`src/rtl/ppg_pkg.sv`:
```
package ppg_pkg;

  // Which buffered value a write addresses (address bit 0).
  typedef enum logic {
    SEL_CYCLE = 1'b0,
    SEL_DUTY  = 1'b1
  } reg_sel_e;

  // Number of cascaded channels; index 0 is the prescaler.
  localparam int unsigned NUM_CH = 2;

endpackage

```
`src/rtl/ppg_bufs.sv`:
```
module ppg_bufs
  import ppg_pkg::*;
#(
  parameter int unsigned W   = 8,
  parameter int unsigned NCH = NUM_CH,
  localparam int unsigned CW = (NCH > 1) ? $clog2(NCH) : 1,
  localparam int unsigned AW = CW + 1
) (
  input  logic                  clk,
  input  logic                  rst_n,
  input  logic                  wr_en,
  input  logic [AW-1:0]         wr_addr,
  input  logic [W-1:0]          wr_data,
  output logic [NCH-1:0][W-1:0] cyc_buf,
  output logic [NCH-1:0][W-1:0] duty_buf
);

  logic [CW-1:0] ch_sel;
  reg_sel_e      val_sel;

  assign ch_sel  = wr_addr[AW-1:1];
  assign val_sel = reg_sel_e'(wr_addr[0]);

  for (genvar c = 0; c < NCH; c++) begin : g_buf
    logic hit;
    assign hit = wr_en && (ch_sel == CW'(c));

    always_ff @(posedge clk or negedge rst_n) begin
      if (!rst_n) begin
        cyc_buf[c]  <= '0;
        duty_buf[c] <= '0;
      end else if (hit) begin
        if (val_sel == SEL_CYCLE) cyc_buf[c]  <= wr_data;
        else                      duty_buf[c] <= wr_data;
      end
    end
  end

endmodule

```
`src/rtl/ppg_chan.sv`:
```
module ppg_chan #(
  parameter int unsigned W = 8
) (
  input  logic         clk,
  input  logic         rst_n,
  input  logic         en,
  input  logic         tick,
  input  logic [W-1:0] cyc_buf,
  input  logic [W-1:0] duty_buf,
  output logic         raw
);

  logic         run_q;
  logic [W-1:0] cnt_q, cyc_q, duty_q;
  logic         raw_q;

  logic         start, reload;
  logic [W-1:0] cnt_d, cyc_d, duty_d;
  logic         raw_d;

  always_comb begin
    start  = en && !run_q;
    reload = start || (en && run_q && tick && (cnt_q <= W'(1)));
    cyc_d  = reload ? cyc_buf  : cyc_q;
    duty_d = reload ? duty_buf : duty_q;
    if (!en)          cnt_d = '0;
    else if (reload)  cnt_d = cyc_buf;
    else if (tick)    cnt_d = cnt_q - W'(1);
    else              cnt_d = cnt_q;
    // High while the count sits at or below the duty value.
    raw_d = en && (duty_d != '0) && (cnt_d <= duty_d);
  end

  always_ff @(posedge clk or negedge rst_n) begin
    if (!rst_n) begin
      run_q  <= 1'b0;
      cnt_q  <= '0;
      cyc_q  <= '0;
      duty_q <= '0;
      raw_q  <= 1'b0;
    end else begin
      run_q  <= en;
      cnt_q  <= cnt_d;
      cyc_q  <= cyc_d;
      duty_q <= duty_d;
      raw_q  <= raw_d;
    end
  end

  assign raw = raw_q;

endmodule

```
`src/rtl/ppg_edge.sv`:
```
module ppg_edge (
  input  logic clk,
  input  logic rst_n,
  input  logic gate,
  input  logic lvl,
  output logic pulse
);

  logic prev_q;

  always_ff @(posedge clk or negedge rst_n) begin
    if (!rst_n) prev_q <= 1'b0;
    else        prev_q <= lvl;
  end

  // One pulse per level change in either direction, only while gated on.
  assign pulse = gate && (lvl != prev_q);

endmodule

```
`src/rtl/cascade_ppg.sv`:
```
module cascade_ppg
  import ppg_pkg::*;
#(
  parameter int unsigned W = 8,
  localparam int unsigned NCH = NUM_CH,
  localparam int unsigned AW  = $clog2(NCH) + 1
) (
  input  logic          clk,
  input  logic          rst_n,
  input  logic          cnt_tick,
  input  logic          wr_en,
  input  logic [AW-1:0] wr_addr,
  input  logic [W-1:0]  wr_data,
  input  logic          pre_en,
  input  logic          main_en,
  input  logic          pre_inv,
  input  logic          main_inv,
  output logic          pre_out,
  output logic          main_out
);

  logic [NCH-1:0][W-1:0] cyc_buf, duty_buf;
  logic [NCH-1:0]        en_v, inv_v, tick_v, raw_v, pin_v;
  logic                  edge_pulse;

  assign en_v  = {main_en, pre_en};
  assign inv_v = {main_inv, pre_inv};

  ppg_bufs #(.W(W), .NCH(NCH)) u_bufs (
    .clk      (clk),
    .rst_n    (rst_n),
    .wr_en    (wr_en),
    .wr_addr  (wr_addr),
    .wr_data  (wr_data),
    .cyc_buf  (cyc_buf),
    .duty_buf (duty_buf)
  );

  ppg_edge u_edge (
    .clk   (clk),
    .rst_n (rst_n),
    .gate  (pre_en),
    .lvl   (raw_v[0]),
    .pulse (edge_pulse)
  );

  assign tick_v[0] = cnt_tick;
  assign tick_v[1] = edge_pulse;

  for (genvar c = 0; c < NCH; c++) begin : g_ch
    ppg_chan #(.W(W)) u_chan (
      .clk      (clk),
      .rst_n    (rst_n),
      .en       (en_v[c]),
      .tick     (tick_v[c]),
      .cyc_buf  (cyc_buf[c]),
      .duty_buf (duty_buf[c]),
      .raw      (raw_v[c])
    );
  end

  assign pin_v    = raw_v ^ inv_v;
  assign pre_out  = pin_v[0];
  assign main_out = pin_v[1];

endmodule

```
`config.mk`:
```
export PLATFORM = sky130hd
export DESIGN_NAME = cascade_ppg
export DESIGN_NICKNAME = d
export VERILOG_FILES = /design/src/rtl/ppg_pkg.sv /design/src/rtl/ppg_bufs.sv /design/src/rtl/ppg_chan.sv /design/src/rtl/ppg_edge.sv /design/src/rtl/cascade_ppg.sv
export SDC_FILE = /design/constraint.sdc
export NUM_CORES = 1
export LEC_CHECK = 0
export ABC_AREA = 1
export CORE_MARGIN = 2
export CORE_UTILIZATION = 45
export DETAILED_ROUTE_END_ITERATION = 6
export DONT_BUFFER_PORTS = 1
export HOLD_SLACK_MARGIN = 0.12
export PLACE_DENSITY = 0.71
export SETUP_SLACK_MARGIN = 0.3
export SLEW_MARGIN = 40
export SYNTH_ARGS = -nofsm -noshare
export SYNTH_HDL_FRONTEND = slang
export SYNTH_SLANG_ARGS = --single-unit
export TNS_END_PERCENT = 50
```
`constraint.sdc`:
```
create_clock -name clk -period 7.6 [get_ports clk]
set_input_delay 0.76 -clock clk [delete_from_list [all_inputs] [get_ports clk]]
set_output_delay 0.76 -clock clk [all_outputs]
set_load 0.03 [all_outputs]
```
# Word-level counts from Yosys, hierarchy flattened
# Cells that the tools add are included.
totals:
  register_bits: 69
  latch_bits: 0
  ram_bits: 0
  rom_bits: 0
  in_bits: 18
  out_inout_bits: 2
  wordCells: 56
  n_memories: 0
op_classes:
  n_addsub: 2
  n_mul: 0
  div: 0
  magnitude_cmp: 4
  eq_ne: 1
  shift: 0
  n_mux: 8
  bitwise: 3
  reduce_logical: 25
op_table:
  columns: ["cell", "count"]
  rows:
  - ["8-bit two-way mux", 8]
  - ["8-bit by 1-bit <= comparator with 1-bit output, second input constant", 2]
  - ["8-bit <= comparator", 2]
  - ["8-bit nonzero test", 2]
  - ["8-bit by 1-bit subtractor with 8-bit output, second input constant", 2]
  - ["1-bit logical AND", 15]
  - ["2-bit AND reduction", 4]
  - ["1-bit logical NOT", 2]
  - ["1-bit logical OR", 2]
  - ["1-bit inverter", 2]
  - ["2-bit bitwise XOR", 1]
  - ["1-bit != test", 1]

# Logic depth before layout (Yosys ltp)
# Gate-level depths: netlist of run 1.
logic_depth:
  depth_word: 9
  depth_mapped: 18
  depth_no_buf: 18

# Modules after synthesis
# A second synthesis of run 1 with hierarchy kept.
unflattened:
  hier_cells: 465
  hier_area_um2: 3901.2
by_module_without_submodules:
  columns: ["module", "instances", "cells_each", "area_each_um2", "seq_area_each_um2"]
  rows:
  - ["ppg_bufs", 1, 142, 1431.4, 800.8]
  - ["ppg_chan at g_ch[0].u_chan", 1, 154, 1209.9, 450.4]
  - ["ppg_chan at g_ch[1].u_chan", 1, 154, 1182.4, 450.4]
  - ["ppg_edge", 1, 5, 40.0, 25.0]
  - ["cascade_ppg", 1, 10, 37.5, 0.0]

# Worst setup path after synthesis of run 1
# No wires, ideal clock.
synth_path:
  kind: "input -> register"
  start: "in pre_en"
  end: "reg g_ch[1].u_chan.raw_q"
  setup_ns: 0.077
  arrival_ns: 2.471
  t_required_ns: 7.523
  path_slack_ns: 5.051
  stages: 17
  path_buffers: 2
  cell_sequence: "buf_4 > nand3_4 > nor2_4 > nand2_4 > nand2_8 > buf_12 > inv_1 > nand3_1 > o211ai_1 > inv_1 > ha_1 > nand2_1 > nor2_1 > nand3_1 > nor2_1 > o21ai_0 > a21oi_1"
synth_via:
  elab_chain_cells: 8
  word_cells_on_any_way: 12
  classes_between: "1 x order compare; 4 x mux; 7 x reduce/logical"
synth_rtl:
  columns: ["element", "line", "source"]
  rows:
  - ["start: declaration", "cascade_ppg.sv:14", "input logic pre_en,"]
  - ["1-bit logical AND *", "ppg_edge.sv:17", "assign pulse = gate && (lvl != prev_q);"]
  - ["1-bit logical AND (2 in series)", "ppg_chan.sv:23", "reload = start || (en && run_q && tick && (cnt_q <= W'(1)));"]
  - ["1-bit logical OR", "ppg_chan.sv:23", null]
  - ["8-bit two-way mux *", "ppg_chan.sv:27", "else if (reload) cnt_d = cyc_buf;"]
  - ["8-bit two-way mux *", "ppg_chan.sv:26", "if (!en) cnt_d = '0;"]
  - ["named net g_ch[1].u_chan.cnt_d[7]", "ppg_chan.sv:18", "logic [W-1:0] cnt_d, cyc_d, duty_d;"]
  - ["8-bit <= comparator *", "ppg_chan.sv:31", "raw_d = en && (duty_d != '0) && (cnt_d <= duty_d);"]
  - ["1-bit logical AND *", "ppg_chan.sv:31", null]
  - ["named net g_ch[1].u_chan.raw_d", "ppg_chan.sv:19", "logic raw_d;"]
  - ["end signal: assignment", "ppg_chan.sv:46", "raw_q <= raw_d;"]
  - ["end: declaration", "ppg_chan.sv:15", "logic raw_q;"]
# Mark *: on every way through the listed nets, which the timed path passes. The rest lies on a longest branch.
# A chain may end at the register's enable or synchronous reset.

# Worst setup path in the final report of run 1
layout_path:
  start: "reg g_ch[1].u_chan.cnt_q[0]"
  end: "reg g_ch[1].u_chan.raw_q"
layout_via:
  elab_chain_cells: 7
  word_cells_on_any_way: 12
  classes_between: "1 x add/sub; 2 x order compare; 4 x mux; 5 x reduce/logical"
layout_rtl:
  columns: ["element", "line", "source"]
  rows:
  - ["start: declaration", "ppg_chan.sv:14", "logic [W-1:0] cnt_q, cyc_q, duty_q;"]
  - ["start signal: assignment", "ppg_chan.sv:43", "cnt_q <= cnt_d;"]
  - ["8-bit by 1-bit <= comparator with 1-bit output", "ppg_chan.sv:23", null]
  - ["1-bit logical AND", "ppg_chan.sv:23", null]
  - ["1-bit logical OR", "ppg_chan.sv:23", null]
  - ["8-bit two-way mux *", "ppg_chan.sv:27", null]
  - ["8-bit two-way mux *", "ppg_chan.sv:26", null]
  - ["named net g_ch[1].u_chan.cnt_d[5]", "ppg_chan.sv:18", null]
  - ["8-bit <= comparator *", "ppg_chan.sv:31", null]
  - ["1-bit logical AND *", "ppg_chan.sv:31", null]
  - ["named net g_ch[1].u_chan.raw_d", "ppg_chan.sv:19", null]
# Marked as above.

==> results of run 1 <==
==> logic make-up after synthesis <==
family	synth area share [%]
flip-flops	47.1
buffers and inverters	9.75
adder cells (fa/ha/maj)	6.82
AND/OR/NAND/NOR	22.5
AO/OA/AOI/OAI	12.7
XOR/XNOR	1.19
==> power by group through the flow <==
| stage | Clock, mW | Sequential (mW) | Combinational, mW |
|---|---|---|---|
| global route | 0.396 | 0.468 | 0.295 |
| finish | 0.377 | 0.461 | 0.251 |
| global placement | 0 | 0.466 | 0.235 |
| floorplan | 0 | 0.456 | 0.204 |
| CTS | 0.382 | 0.461 | 0.254 |
| detailed placement | 0 | 0.468 | 0.241 |
==> worst register-to-register path, cell delays in order (launching register included) <==
cell     delay (ps)
dfrtp_1         380
inv_1            80
ha_1            210
o21ai_1         200
nor2_4           70
nand2_1          60
nand2_1          60
inv_1           200
o21ai_0         130
a31oi_1         280
ha_1            310
a21oi_1         160
o21ai_0          90
a21oi_1         120
o21ai_0          80
a21oi_1         100
==> path summary, 6_finish.rpt <==
path,startpoint,end,slack (ps),depth (start not counted)
setup / recovery,g_ch[1].u_chan.cnt_q[0],g_ch[1].u_chan.raw,5000,15
hold / removal,rst_n,g_ch[0].u_chan.run_q,280,1
setup reg to reg,g_ch[1].u_chan.cnt_q[0],g_ch[1].u_chan.raw,5000,15
hold reg to reg,u_bufs.duty_buf[15],u_bufs.duty_buf[15],490,2
max in group asynchronous,rst_n,g_ch[1].u_chan.cnt_q[5],7030,1
min in group clk,main_en,g_ch[1].u_chan.run_q,450,0
==> cell type report <==
cell class,instances,area (µm²)
well taps,102,128
multi-input cells,281,1590
flip-flops and latches,69,1730
fillers,717,3800
clock inverters,3,90.1
inverters,74,278
clock buffers,13,169
repair buffers,1,27.5
==> state kept, by name, indices dropped and copies added (netlist names) <==
name / flops
g_ch.u_chan.cnt_q: 16
g_ch.u_chan.duty_q: 16
u_bufs.cyc_buf: 16
u_bufs.duty_buf: 16
g_ch.u_chan.raw: 2
g_ch.u_chan.run_q: 2
u_edge.prev_q: 1
==> synthesized netlist by cell type, drive strengths merged <==
master / n
ha: 20
a31oi: 6
nand2: 101
o21a: 1
o211ai: 1
xor2: 4
or2: 1
inv: 74
a21oi: 21
nor3: 1
nand3: 14
dfrtp: 69
buf: 5
xnor2: 1
o21ai: 61
nor2: 32
nand4: 4
nand3b: 13
clkbuf: 5
==> metal layers <==
layer | up-vias | global-route usage, % | part of all wire (%)
met5 | - | 0 | 0
met2 | 59 | 29.5 | 46
met3 | 9 | 2.89 | 3.9
met4 | 0 | 7.00 | 1.6
met1 | 1303 | 25.7 | 48
li1 | 1392 | - | -
==> per-stage QoR <==
step,setup WS (ps),util [%]
after global routing,4690,51.3
after CTS,4990,51.3
after detailed placement,4830,47.6
final,5000,51.3
after floorplan,5050,-
after global placement,4880,47.6
==> reports/results.txt, run 1 <==
Status - finished, final reports clean
FF+latch count, synth - 69
Wire length per cell - 13.4 µm
Share of post-route cells with drive strength above 1 - 9.98%
Fmax - 384 MHz
Number of global-route vias before repair - 2738
FP Rows - 32
DP Wirelength - 5250 µm
Commonest non-fill, non-tap cell in the layout - nand2_1
Cts bufs inserted - 9
CP Max Fanout - 8
Post-CTS Setup Inserts - 0
Synth top area share - 47.1%
Switching power - 0.326 mW
MaxCap Viol Count - 0
Post-synth net total - 472
Register area share after synthesis - 47.1%
Pin count of the biggest net entering global routing - 70
Slew @ Worst Pin - 632 ps
Final GP Congestion - 0.879
Cell count after synthesis - 434
Nets - 474
Skew final - 6.26 ps
VDD IR max - 0.000169 V
Area leader, netlist - dfrtp_1
Buffers on Ports - 0
GRT overflow - 0
Remaining antenna violation count after routing - 0
Top post-synthesis cells by area - dfrtp_1 47%, nand2_1 8.5%, o21ai_0 7.9%
Ant diodes - 0
Design area - 4000 µm²
CTS tree - built
Crit path cell chain - inv_1, ha_1, o21ai_1, nor2_4, nand2_1, nand2_1, inv_1, o21ai_0, a31oi_1, ha_1, a21oi_1, o21ai_0, a21oi_1, o21ai_0, a21oi_1
Core Region - 7810 µm²
Worst EP required - 7870 ps
Post-Syn Area - 3670 µm²
Clock sink count - 69
Post-CTS Hold Fix Bufs - 1
Mean Syn Cell Area - 8.46 µm²
Final hold viol count - 0
Detailed Route Iter0 Violations - 176
CP endpoint kind - flip-flop
Commonest cells after routing, fill and taps aside - 83 x nand2_1, 70 x inv_1, 69 x dfrtp_1
Clk slew on worst S/H paths - 70 ps
Slowest stage delay, CP - 380 ps
Die height - 94.3 µm
Period utilization - 34.3%
Pwr Density - 272 nW/µm²
Critical path class - reg2reg
Global-route wire length before repair - 12700 µm
Die X - 94.3 µm
Setup Viol. Count Final - 0
Clk root buf - clkbuf_8
Sw Ratio - 30.0%
Dpl cells - 526
Number of vias per cell - 5.09
Routed WL - 7300 µm
Total power - 1.09 mW
Placed cell area - 3720 µm²
Clock power frac - 34.6%
Antenna violations before repair - 0
Internal - 0.763 mW
First drt pass iteration count - 6
CTS Buffer Depth - 2
Synthesis-to-finish area growth - 9.10%
Period minus WS final - 2600 ps
Synth cell types - 30
Cell family with most CP delay - compound AO/OA/AOI/OAI gates
Flop pwr share - 42.3%
Finished Layout Cells - 543
Worst min path class - in2async
GRT Total Usage - 18.5%
Die Footprint - 8890 µm²
Rel. slew slack - 57.7%
P_leak - 2.05 nW
Logic gate share of total power - 23.0%
Initial Util - 47.0%
Setup TNS - 0 ps
Hold WS - 282 ps
Synth warnings - 0
Unrepaired setup endpoints after global routing - false
Worst skew pair latency - 340 ps
DRC - 0
I/O pins - 20
CP arrival - 2870 ps
H-tree Lvls - 3
Critical path's slowest cell - dfrtp_1
Via count - 2763
CTS resizes - 0
Worst path bufs/invs - 2
Slew Limit Fails - 0
Startpoint types - flip-flop
Note: power is estimated with default switching activity, not from simulation.
==> run 2, diff against run 1 <==
- ABC_AREA: 1 -> 0
- PLACE_DENSITY: 0.71 -> 0.73
- clock period: 7.6 -> 2.3 ns (I/O delays scaled with it)
==> run 2 against run 1 <==
Effect of this change: the run now ends with negative setup slack left; total power increased to 3.9 times the previous value; sequential power increased to 3.7 times the previous value; critical path type unchanged; global-route usage increased by 2.3 points; synthesized cell count decreased by 31%; clock skew increased by 1.6 ps; critical path depth decreased by 5; worst hold slack got worse by 130 ps; routed wire length increased by 18%; non-clock buffer count increased by 57; design area increased by 13%; count of clock-buffer cells in the layout decreased by 1; first-iteration DRC count decreased by 24%.
==> reports/results.txt, run 2 <==
DP Wirelength - 5750 µm (was 5250 µm)
Synth warnings - 0 (unchanged)
Core Region - 7650 µm² (was 7810 µm²)
Synth top area share - 48.9% (was 47.1%)
Period minus WS final - 2830 ps (was 2600 ps)
DRC - 0 (unchanged)
Worst setup endpoint - g_ch[0].u_chan.raw (was g_ch[1].u_chan.raw)
Crit path launch - g_ch[0].u_chan.cnt_q[6] (was g_ch[1].u_chan.cnt_q[0])
Worst hold start - main_en
Die height - 92.6 µm (was 94.3 µm)
Predominant post-synthesis flop cell - dfrtp_1 (unchanged)
Antenna violations before repair - 0 (unchanged)
Final hold viol count - 0 (unchanged)
Finished Layout Cells - 468 (was 543)
Rel. slew slack - 57.3% (was 57.7%)
Status - finished, violations left (was finished, final reports clean)
Number of global-route vias before repair - 2732 (was 2738)
P_leak - 2.02 nW (was 2.05 nW)
CP arrival - 3110 ps (was 2870 ps)
Reg2reg setup slack - -530 ps (was 5000 ps)
Share of post-route cells with drive strength above 1 - 39.6% (was 9.98%)
Buffers on Ports - 0 (unchanged)
CP Max Fanout - 8 (unchanged)
I/O pins - 20 (unchanged)
Reg2reg start - g_ch[0].u_chan.cnt_q[6] (was g_ch[1].u_chan.cnt_q[0])
CTS tree - built (unchanged)
Die Footprint - 8580 µm² (was 8890 µm²)
Worst R2R End - g_ch[0].u_chan.raw (was g_ch[1].u_chan.raw)
Global-route wire length before repair - 13600 µm (was 12700 µm)
Clk slew on worst S/H paths - 70 ps (about the same)
Nets - 399 (was 474)
Dpl cells - 438 (was 526)
Setup Viol. Count Final - 2 (was 0)
Worst min path class - in2reg (was in2async)
Period utilization - 123% (was 34.3%)
Top post-synthesis cells by area - dfrtp_1 49%, mux2_2 13%, ha_1 7.1% (was dfrtp_1 47%, nand2_1 8.5%, o21ai_0 7.9%)
GRT Total Usage - 20.8% (was 18.5%)
Final core occ - 59.0% (was 51.3%)
Violated checks - negative setup slack
Unrepaired setup endpoints after global routing - true (was false)
Die X - 92.6 µm (was 94.3 µm)
Register area share after synthesis - 48.9% (was 47.1%)
First drt pass iteration count - 4 (was 6)
Initial Util - 46.2% (was 47.0%)
Wire length per cell - 18.4 µm (was 13.4 µm)
Critical path class - reg2reg (unchanged)
Clk root buf - clkbuf_8 (unchanged)
Routed WL - 8620 µm (was 7300 µm)
Cell count after synthesis - 301 (was 434)
MaxCap Viol Count - 0 (unchanged)
Skew final - 7.82 ps (was 6.26 ps)
Cells on worst reg2reg path - 10 (was 15)
Commonest non-fill, non-tap cell in the layout - dfrtp_1 (was nand2_1)
Final GP Congestion - 0.817 (was 0.879)
Worst skew pair latency - 360 ps (was 340 ps)
GRT overflow - 0 (unchanged)
CTS Buffer Depth - 2 (unchanged)
Ant diodes - 0 (unchanged)
Pwr Density - 933 nW/µm² (was 272 nW/µm²)
Post-Syn Area - 3530 µm² (was 3670 µm²)
FP Rows - 32 (unchanged)
Layout fillers - 579 (was 717)
Area leader, netlist - dfrtp_1 (unchanged)
Hold WS - 149 ps (was 282 ps)
Clock sink count - 69 (unchanged)
Synth cell types - 38 (was 30)
Pin count of the biggest net entering global routing - 70 (unchanged)
Synthesis-to-finish area growth - 27.8% (was 9.10%)
Remaining antenna violation count after routing - 0 (unchanged)
Worst setup margin - -526 ps (was 5000 ps)
EDFF count, synth - 0 (unchanged)
Startpoint types - flip-flop (unchanged)
Cts bufs inserted - 9 (unchanged)
Async SR Flop Fraction - 100% (unchanged)
Slew Limit Fails - 0 (unchanged)
Number of vias per cell - 5.48 (was 5.09)
Detailed Route Iter0 Violations - 133 (was 176)
Worst EP required - 2580 ps (was 7870 ps)
VDD IR max - 0.000661 V (was 0.000169 V)
Via count - 2566 (was 2763)
H-tree Lvls - 3 (unchanged)
Cell with the most instances after synthesis - dfrtp_1 (was nand2_1)
Mean Syn Cell Area - 11.7 µm² (was 8.46 µm²)
CP endpoint kind - flip-flop (unchanged)
Commonest cells post-synth - 69 x dfrtp_1, 41 x mux2_2, 20 x ha_1 (was 83 x nand2_1, 70 x inv_1, 69 x dfrtp_1)
Commonest cells after routing, fill and taps aside - 69 x dfrtp_1, 39 x mux2_2, 39 x buf_4 (was 83 x nand2_1, 70 x inv_1, 69 x dfrtp_1)
Fmax - 354 MHz (was 384 MHz)
Post-synth net total - 339 (was 472)
FF+latch count, synth - 69 (unchanged)
Slew @ Worst Pin - 638 ps (was 632 ps)
==> run 2: cell count changes after synthesis, sizes merged, moves of 10 or more <==
cell,change
inv,-58
nor4,+11
nand2,-86
mux2,+42
mux2i,+16
nand3,-10
nor2,-13
o21ai,-49
==> run 2: how the worst min path moves through the flow <==
stage | cells after the start | endpoint | slack [ps]
global route | 2 | g_ch[1].u_chan.duty_q[0] | 160
global placement | 0 | g_ch[1].u_chan.duty_q[6] | -60
CTS | 0 | g_ch[0].u_chan.run_q | -100
finish | 2 | g_ch[1].u_chan.duty_q[0] | 150
detailed placement | 0 | g_ch[1].u_chan.duty_q[6] | -60
floorplan | 0 | g_ch[0].u_chan.cnt_q[0] | -70
==> run 2: critical path: stages (launching register included) <==
cell	delay (ps)
dfrtp_1	400
or4_4	550
o41a_1	370
nand2b_4	260
mux2i_4	240
ha_1	340
a21oi_1	150
o221ai_1	110
nand3b_1	110
nand3_1	80
nor2_1	130
==> run 2: what timing repair did <==
action	4_1_cts	5_1_grt
setup buffers	1	1
hold endpoints to repair	112	2
hold buffers	11	1
resized for setup	16	31
setup endpoints to repair	19	19
pin swaps	4	3
==> run 2: final cells by class <==
| class | instances | area, µm² | area share (%) |
|---|---|---|---|
| well taps | 102 | 128 | 2.83 |
| inverters | 16 | 60.1 | 1.33 |
| flip-flops and latches | 69 | 1730 | 38.2 |
| clock inverters | 4 | 70.1 | 1.55 |
| repair buffers | 58 | 509 | 11.3 |
| clock buffers | 12 | 155 | 3.44 |
| multi-input cells | 207 | 1870 | 41.3 |
==> run 2: per-layer routing <==
layer | part of all wire [%] | GRT usage, %
met2 | 50 | 35.4
met5 | 0 | 0
met1 | 45 | 26.6
met4 | 2.1 | 9.07
met3 | 3.1 | 2.93
==> run 2: per-stage QoR <==
step | total power, mW | cell area, µm² | worst slack, ps | setup TNS (ps)
global route | 4.43 | 4520 | -645 | -1050
detailed placement | 2.84 | 3940 | -492 | -887
CTS | 4.06 | 4360 | -444 | -721
finish | 4.22 | 4520 | -526 | -803
global placement | 2.77 | 3940 | -440 | -680
floorplan | 2.41 | 3560 | -359 | -673
==> run 2: power by group <==
| part | total (mW) | switching, mW | internal, mW | leakage [nW] |
|---|---|---|---|---|
| Combinational | 1.40 | 0.665 | 0.733 | 1.06 |
| Clock | 1.12 | 0.456 | 0.666 | 0.116 |
| Sequential | 1.70 | 0.226 | 1.47 | 0.839 |
| Total | 4.22 | 1.35 | 2.87 | 2.02 |
==> run 2: cells by family after synthesis <==
logic type / share of synthesized area (%)
AND/OR/NAND/NOR: 10.9
multiplexers: 18.8
adder cells (fa/ha/maj): 7.08
XOR/XNOR: 3.72
flip-flops: 48.9
buffers and inverters: 3.36
AO/OA/AOI/OAI: 7.26
==> run 3, diff against run 2 <==
- PLACE_DENSITY: 0.73 -> 0.71
- clock period: 2.3 -> 3.2 ns (I/O delays scaled with it)
==> run 3 against run 2 <==
Effect of this change: the run now ends clean; global-route usage is 2.2 points lower; count of clock-buffer cells in the layout stayed put; critical path depth rose by 1; core utilization is 4.5 points lower; routed wire length fell by 12%; sequential share of layout area rose by 3.2 points; worst hold slack lost 25 ps; critical path type unchanged; critical endpoint unchanged; largest power group unchanged.
==> reports/results.txt, run 3 (synthesis results as in run 2) <==
Status - finished, final reports clean (was finished, violations left)
Switching power - 0.862 mW (was 1.35 mW)
Final hold viol count - 0 (unchanged)
Hold WS - 124 ps (was 149 ps)
Cells on worst reg2reg path - 11 (was 10)
Die height - 92.6 µm (unchanged)
Final GP Congestion - 0.857 (was 0.817)
Period utilization - 92.0% (was 123%)
GRT overflow - 0 (unchanged)
Flop pwr share - 46.4% (was 40.2%)
Worst setup margin - 257 ps (was -526 ps)
Detailed Route Iter0 Violations - 139 (was 133)
Ant diodes - 0 (unchanged)
CTS tree - built (unchanged)
Slew @ Worst Pin - 623 ps (was 638 ps)
Wire length per cell - 17.2 µm (was 18.4 µm)
Pwr Density - 630 nW/µm² (was 933 nW/µm²)
Worst min path class - in2reg (unchanged)
Period minus WS final - 2940 ps (was 2830 ps)
Nets - 372 (was 399)
Commonest non-fill, non-tap cell in the layout - dfrtp_1 (unchanged)
Clk slew on worst S/H paths - 70 ps (about the same)
Worst hold start - wr_data[7] (was main_en)
Clock sink count - 69 (unchanged)
Logic gate share of total power - 29.6% (was 33.2%)
I/O pins - 20 (unchanged)
Number of vias per cell - 5.44 (was 5.48)
Min-Delay Path Depth - 1 (was 2)
Number of global-route vias before repair - 2409 (was 2732)
CTS Buffer Depth - 2 (unchanged)
Antenna violations before repair - 0 (unchanged)
VDD IR max - 0.000462 V (was 0.000661 V)
Share of post-route cells with drive strength above 1 - 28.9% (was 39.6%)
DR WL met2 - 3550 µm (was 4320 µm)
Worst skew pair latency - 350 ps (was 360 ps)
DRT met1 WL - 3540 µm (was 3850 µm)
DP Wirelength - 5100 µm (was 5750 µm)
Cts bufs inserted - 9 (unchanged)
Reg2reg setup slack - 260 ps (was -530 ps)
Startpoint types - flip-flop (unchanged)
H-tree Lvls - 3 (unchanged)
Worst R2R End - g_ch[0].u_chan.raw (unchanged)
Initial Util - 46.2% (unchanged)
Setup TNS - 0 ps (was -803 ps)
Slew Limit Fails - 0 (unchanged)
Clock power frac - 24.1% (was 26.6%)
First drt pass iteration count - 4 (unchanged)
Core Region - 7650 µm² (unchanged)
Top routing layer in use - met4 (unchanged)
GRT Total Usage - 18.6% (was 20.8%)
Worst hold endpoint - u_bufs.duty_buf[15] (was g_ch[1].u_chan.duty_q[0])
Global-route wire length before repair - 12200 µm (was 13600 µm)
Post-Place Setup Slack - 151 ps (was -492 ps)
Routed WL - 7580 µm (was 8620 µm)
Reg2reg start - g_ch[0].u_chan.cnt_q[3] (was g_ch[0].u_chan.cnt_q[6])
FP Rows - 32 (unchanged)
Setup Viol. Count Final - 0 (was 2)
Die Footprint - 8580 µm² (unchanged)
Via count - 2398 (was 2566)
DRC - 0 (unchanged)
CP endpoint kind - flip-flop (unchanged)
Remaining antenna violation count after routing - 0 (unchanged)
Rel. slew slack - 58.3% (was 57.3%)
Die X - 92.6 µm (unchanged)
Sw Ratio - 32.9% (was 31.9%)
Synthesis-to-finish area growth - 18.0% (was 27.8%)
Buffers on Ports - 0 (unchanged)
Clk root buf - clkbuf_8 (unchanged)
Unrepaired setup endpoints after global routing - true (unchanged)
Internal - 1.76 mW (was 2.87 mW)
Worst EP required - 3480 ps (was 2580 ps)
P_leak - 1.84 nW (was 2.02 nW)
CP arrival - 3230 ps (was 3110 ps)
CP Max Fanout - 8 (unchanged)
Critical path class - reg2reg (unchanged)
Pin count of the biggest net entering global routing - 70 (unchanged)
Commonest cells after routing, fill and taps aside - 69 x dfrtp_1, 41 x mux2_2, 20 x ha_1 (was 69 x dfrtp_1, 39 x mux2_2, 39 x buf_4)
Skew final - 9.05 ps (was 7.82 ps)
Fmax - 340 MHz (was 354 MHz)
Routed wl met3 - 308 µm (was 270 µm)
MaxCap Viol Count - 0 (unchanged)
[run 3: cell count changes in the layout (fill, tap and decap cells not counted), moves of 3 or more]
cell / before / now
a21oi_2: 5 / 1
nor2_1: 16 / 19
a211oi_1: 0 / 5
buf_6: 7 / 0
dlygate4sd3_1: 11 / 16
o21ai_0: 3 / 10
a21oi_1: 11 / 15
a211oi_2: 4 / 1
buf_4: 39 / 13
o21ai_1: 7 / 1
[run 3: power groups by stage]
stage	sequential, mW	clock, mW	combinational (mW)
after floorplan	1.18	0	0.549
after global placement	1.22	0	0.632
after detailed placement	1.22	0	0.660
after CTS	1.21	0.641	0.712
after global routing	1.24	0.683	0.871
final	1.22	0.631	0.776
[run 3: worst max-delay path by stage]
stage                         endpoint                     from  cells after the start
floorplan           g_ch[0].u_chan.raw  g_ch[0].u_chan.cnt_q[3]                     11
global placement    g_ch[0].u_chan.raw  g_ch[0].u_chan.cnt_q[3]                      9
detailed placement  g_ch[0].u_chan.raw  g_ch[0].u_chan.cnt_q[3]                      9
CTS                 g_ch[1].u_chan.raw  g_ch[1].u_chan.cnt_q[2]                     13
global route        g_ch[0].u_chan.raw  g_ch[0].u_chan.cnt_q[3]                     12
finish              g_ch[0].u_chan.raw  g_ch[0].u_chan.cnt_q[3]                     11
[run 3: cell type report]
class	instances	area (µm²)
Tap cell	102	128
Clock inverter	4	22.5
Inverter	16	60.1
Fill cell	618	3480
Timing Repair Buffer	31	305
Clock buffer	12	155
Multi-Input combinational cell	207	1770
Sequential cell	69	1730
[run 3: repair_timing]
item,CTS,global route
gates cloned,0,0
pin swaps,1,2
hold endpoints to repair,80,11
hold buffers,10,7
setup buffers,4,4
gates resized for setup,2,13
endpoints found under the setup margin,2,2
[run 3: routing by layer]
metal | vias up | GRT usage, %
met2 | 53 | 28.3
met4 | 0 | 7.84
met3 | 17 | 3.42
met1 | 1182 | 26.2
li1 | 1146 | -
met5 | - | 0
[run 3: metrics by stage]
step	total power [mW]	cell area [µm²]	instances	util [%]
finish	2.62	4170	441	54.5
global route	2.80	4170	441	54.5
CTS	2.56	3990	430	52.1
detailed placement	1.88	3650	400	47.7
global placement	1.85	3650	400	47.7
floorplan	1.73	3530	301	-
[run 3: worst max-delay path, stage by stage (launching register included)]
cell and delay (ps):
dfrtp_1 380, or4_4 540, o41a_1 500, nand2b_4 270, buf_4 180, mux2i_4 190, ha_1 320, a21oi_1 160
o21ai_0 100, o21ai_1 80, nand3_1 80, nor2_1 80
